**src/rtl/ovp_guard_pkg.sv**
```systemverilog
package ovp_guard_pkg;

    typedef struct packed {
        logic hs;
        logic ls;
    } drive_t;

    typedef struct packed {
        logic armed;
        logic tripped;
    } guard_state_t;

    // Final gate levels from the requests, the latched fault and the force-off condition
    function automatic drive_t resolve_drive(drive_t req, logic tripped, logic force_off);
        drive_t d;
        if (force_off) begin
            d.hs = 1'b0;
            d.ls = 1'b0;
        end else if (tripped) begin
            d.hs = 1'b0;
            d.ls = 1'b1;
        end else begin
            d = req;
        end
        return d;
    endfunction

endpackage

```
**src/rtl/ovp_arm_latch.sv**
```systemverilog
module ovp_arm_latch (
    input  logic clk,
    input  logic rst,
    input  logic clr,
    input  logic activity,
    output logic armed
);
    always_ff @(posedge clk) begin
        if (rst || clr)
            armed <= 1'b0;
        else if (activity)
            armed <= 1'b1;
    end
endmodule

```
**src/rtl/ovp_glitch_filter.sv**
```systemverilog
module ovp_glitch_filter #(
    parameter int DEPTH = 2
) (
    input  logic clk,
    input  logic rst,
    input  logic clr,
    input  logic flag,
    output logic qualified
);
    localparam int CW = (DEPTH > 1) ? $clog2(DEPTH) : 1;
    localparam logic [CW-1:0] LAST = CW'(DEPTH - 1);

    generate
        if (DEPTH <= 1) begin : g_direct
            assign qualified = flag;
        end else begin : g_count
            logic [CW-1:0] run_q;
            always_ff @(posedge clk) begin
                if (rst || clr || !flag)
                    run_q <= '0;
                else if (run_q != LAST)
                    run_q <= run_q + 1'b1;
            end
            assign qualified = flag && (run_q == LAST);
        end
    endgenerate
endmodule

```
**src/rtl/ovp_fault_latch.sv**
```systemverilog
module ovp_fault_latch (
    input  logic clk,
    input  logic rst,
    input  logic clr,
    input  logic armed,
    input  logic ov_ok,
    output logic tripped
);
    always_ff @(posedge clk) begin
        if (rst || clr)
            tripped <= 1'b0;
        else if (armed && ov_ok)
            tripped <= 1'b1;
    end
endmodule

```
**src/rtl/ovp_guard.sv**
```systemverilog
module ovp_guard
    import ovp_guard_pkg::*;
#(
    parameter int OV_FILT = 2
) (
    input  logic clk,
    input  logic rst,
    input  logic pwm_in,
    input  logic dis_n,
    input  logic ov_flag,
    input  logic uvlo,
    input  logic hs_req,
    input  logic ls_req,
    output logic hs_drive,
    output logic ls_drive,
    output logic fault
);
    guard_state_t st;
    logic         ov_ok;
    drive_t       req;
    drive_t       drv;

    ovp_arm_latch u_arm (
        .clk      (clk),
        .rst      (rst),
        .clr      (uvlo),
        .activity (pwm_in | dis_n),
        .armed    (st.armed)
    );

    ovp_glitch_filter #(.DEPTH(OV_FILT)) u_filt (
        .clk       (clk),
        .rst       (rst),
        .clr       (uvlo),
        .flag      (ov_flag),
        .qualified (ov_ok)
    );

    ovp_fault_latch u_flt (
        .clk     (clk),
        .rst     (rst),
        .clr     (uvlo),
        .armed   (st.armed),
        .ov_ok   (ov_ok),
        .tripped (st.tripped)
    );

    assign req.hs   = hs_req;
    assign req.ls   = ls_req;
    assign drv      = resolve_drive(req, st.tripped, rst | uvlo);
    assign hs_drive = drv.hs;
    assign ls_drive = drv.ls;
    assign fault    = st.tripped;
endmodule

```
**config.mk**
```make
export PLATFORM = sky130hd
export DESIGN_NAME = ovp_guard
export DESIGN_NICKNAME = d
export VERILOG_FILES = /design/src/rtl/ovp_guard_pkg.sv /design/src/rtl/ovp_arm_latch.sv /design/src/rtl/ovp_glitch_filter.sv /design/src/rtl/ovp_fault_latch.sv /design/src/rtl/ovp_guard.sv
export SDC_FILE = /design/constraint.sdc
export NUM_CORES = 1
export LEC_CHECK = 0
export ABC_CLOCK_PERIOD_IN_PS = 800
export BUFFER_PORTS_ARGS = -buffer_cell sky130_fd_sc_hd__buf_2
export CAP_MARGIN = 20
export CORE_AREA = 2 2 39 41
export CTS_CLUSTER_DIAMETER = 200
export DETAILED_ROUTE_END_ITERATION = 6
export DIE_AREA = 0 0 41 43
export GPL_TIMING_DRIVEN = 0
export SYNTH_ARGS = -nofsm -noshare
export SYNTH_HDL_FRONTEND = slang
export SYNTH_HIERARCHICAL = 1
export SYNTH_SLANG_ARGS = --single-unit
export TNS_END_PERCENT = 100
```
**constraint.sdc**
```tcl
create_clock -name clk -period 0.8 [get_ports clk]
set_input_delay 0.08 -clock clk [delete_from_list [all_inputs] [get_ports clk]]
set_output_delay 0.08 -clock clk [all_outputs]
set_load 0.01 [all_outputs]
```
==> run metrics <==
routed vias 148; gpl congestion 0.576; I/O Buffers 10; required time worst endpoint 0.72 ns; skew final 0.00168 ns; Placed Instances 39; Layout Utilization 0.194; Pins Over Slew Limit 0; die area 1760 µm²; Final Hold Fails 0; Yosys warnings 6; routed wire length 381 µm; MaxCap Viol Count 0; relative slew slack 0.881; Slowest-stage cell, CP dfxtp_4; GRT overflow 0; final net count 37; Cells after Synth 13; met1 Use GR 0.0639; kind of critical path register to output port; violated checks negative setup slack; actual slew at the worst max-slew pin 0.178 ns; unrepaired setup endpoints after global routing true; final setup vio count 3; CTS root buffer clkbuf_4; GR Util met2 0.0656; layer with the highest usage met3; Synth Register Bits 3; Tmin final 1.01 ns; clock transition at the registers of the reported paths 0.04 ns; H-tree depth 1; Place WS -0.0581 ns; final setup margin -0.209 ns; number of antenna violations at the first check in global routing 0; Post-Syn Nets 21; height of the die 43 µm; first-pass GRT wire length 655 µm; Area Overhead vs Synth 90.3%; cts hold-fix bufs 0; Leak 0.118 nW; die width 41 µm; final antenna-violating net count 0; Worst path top cell family by delay flip-flops; Initial Util 0.102; Multi-input gate area 95.1 µm²; CTS Buf Count 3; Cell Area, Synth 141 µm²; CTS sink count 3; Detailed Route Iter0 Violations 1; slowest cell delay on critical path 0.34 ns; Clock Latency Late Sink 0.23 ns; status finished, violations left; # diodes 0; most frequent cells in the layout 9 x buf_2, 3 x nor3_2, 3 x clkbuf_4; Pre-antenna DRT Iters 2; # IOs 11; clock tree buffer depth 2; critical path arrival 0.93 ns; Vias/cell 3.36; Area contributors post-synth dfxtp_1 42%, nor3_2 14%, nor4b_2 11%; CP Capture Type output port; vias in the first global route 155; largest net degree at the start of global routing 6; Std-Cell Rows 14; GR Util met3 0.0890; CTS tree yes; largest area contributor in the netlist dfxtp_1; Final Cycle Share 1.26; total track usage 0.0671; register area 63.8 µm²; Startpoint Class register; Seq/Total Area, Yosys 0.425; HP Class primary input to register; commonest non-fill, non-tap cell in the layout buf_2; wire per inst 8.66 µm; count of cell types in the netlist 9; final setup TNS -0.464 ns; power density over cell area 1750 nW/µm²; CP bufs+invs 1; # DRC 0; Avg Inst Size Synth 10.9 µm²; post-synth top area share 0.425; Fmax achieved 991 MHz; layout cell share with drive strength beyond 1 0.786; fill cell count 157; cell breakdown of the critical path nor4b_4 -> buf_2; worst ir drop on vdd 0.000593 V; core area 1380 µm²; Finished Layout Cells 44; CP Max Fanout 3
metrics by stage:
stage	power [mW]	hold WS [ns]	cell area, µm²
final	0.471	0.133	269
after global routing	0.527	0.126	269
after CTS	0.487	0.123	269
after detailed placement	0.215	0.369	225
after global placement	0.214	0.344	225
after floorplan	0.181	0.149	155
state kept, by name, summed over array words and instances (netlist names):
register and cells:
u_arm/armed 1, u_flt/tripped 1, u_filt/g_count.run_q 1
what timing repair did:
action | 4_1_cts | 5_1_grt
buffers inserted | 1 | 0
endpoints found under the setup margin | 3 | 3
pin swaps | 1 | 0
gates resized for setup | 3 | 0
worst register-to-register path: stages, from the launching register on:
cell     delay, ns
dfxtp_4       0.34
buf_4         0.14
a21oi_2       0.11
nor3_2        0.04
kinds of logic (layout without fill, tap and decap cells):
kind of cell	after synthesis	after routing	share of synthesized area
AO/OA/AOI/OAI	1	1	0.0620
flip-flops	3	3	0.425
AND/OR/NAND/NOR	9	9	0.513
buffers and inverters	0	15	0
synth_stat cells, drive strengths merged:
cell type and n:
a21oi 1, and2 1, dfxtp 3, nor2 2, nor3 3, nor3b 1, nor4b 1, or2 1
power breakdown:
part	switching (mW)	leakage, nW	internal [mW]
clock network	0.0737	0.0150	0.187
logic	0.0271	0.0775	0.0291
registers	0.00239	0.0254	0.152
worst paths after layout:
kind / end / start / slack, ns / cells after the start
setup / recovery: hs_drive / u_flt/tripped$_SDFFE_PP0P_ / -0.21 / 2
hold / removal: u_filt/g_count.run_q$_SDFF_PP0_ / ov_flag / 0.13 / 2
setup reg to reg: u_flt/tripped$_SDFFE_PP0P_ / u_flt/tripped$_SDFFE_PP0P_ / 0.06 / 3
hold reg to reg: u_arm/armed$_SDFFE_PP0P_ / u_arm/armed$_SDFFE_PP0P_ / 0.53 / 2
metal layers:
layer | up-vias | wire, µm
li1 | 76 | -
met1 | 61 | 176
met2 | 11 | 132
met3 | 0 | 72
met4 | 0 | 0
met5 | - | 0
cell type report:
class	instances	area share
Clock buffer	4	0.0977
Tap cell	16	0.0744
Sequential cell	3	0.237
Multi-Input combinational cell	10	0.353
Timing Repair Buffer	11	0.237
Power figures use the tool's default switching activity.
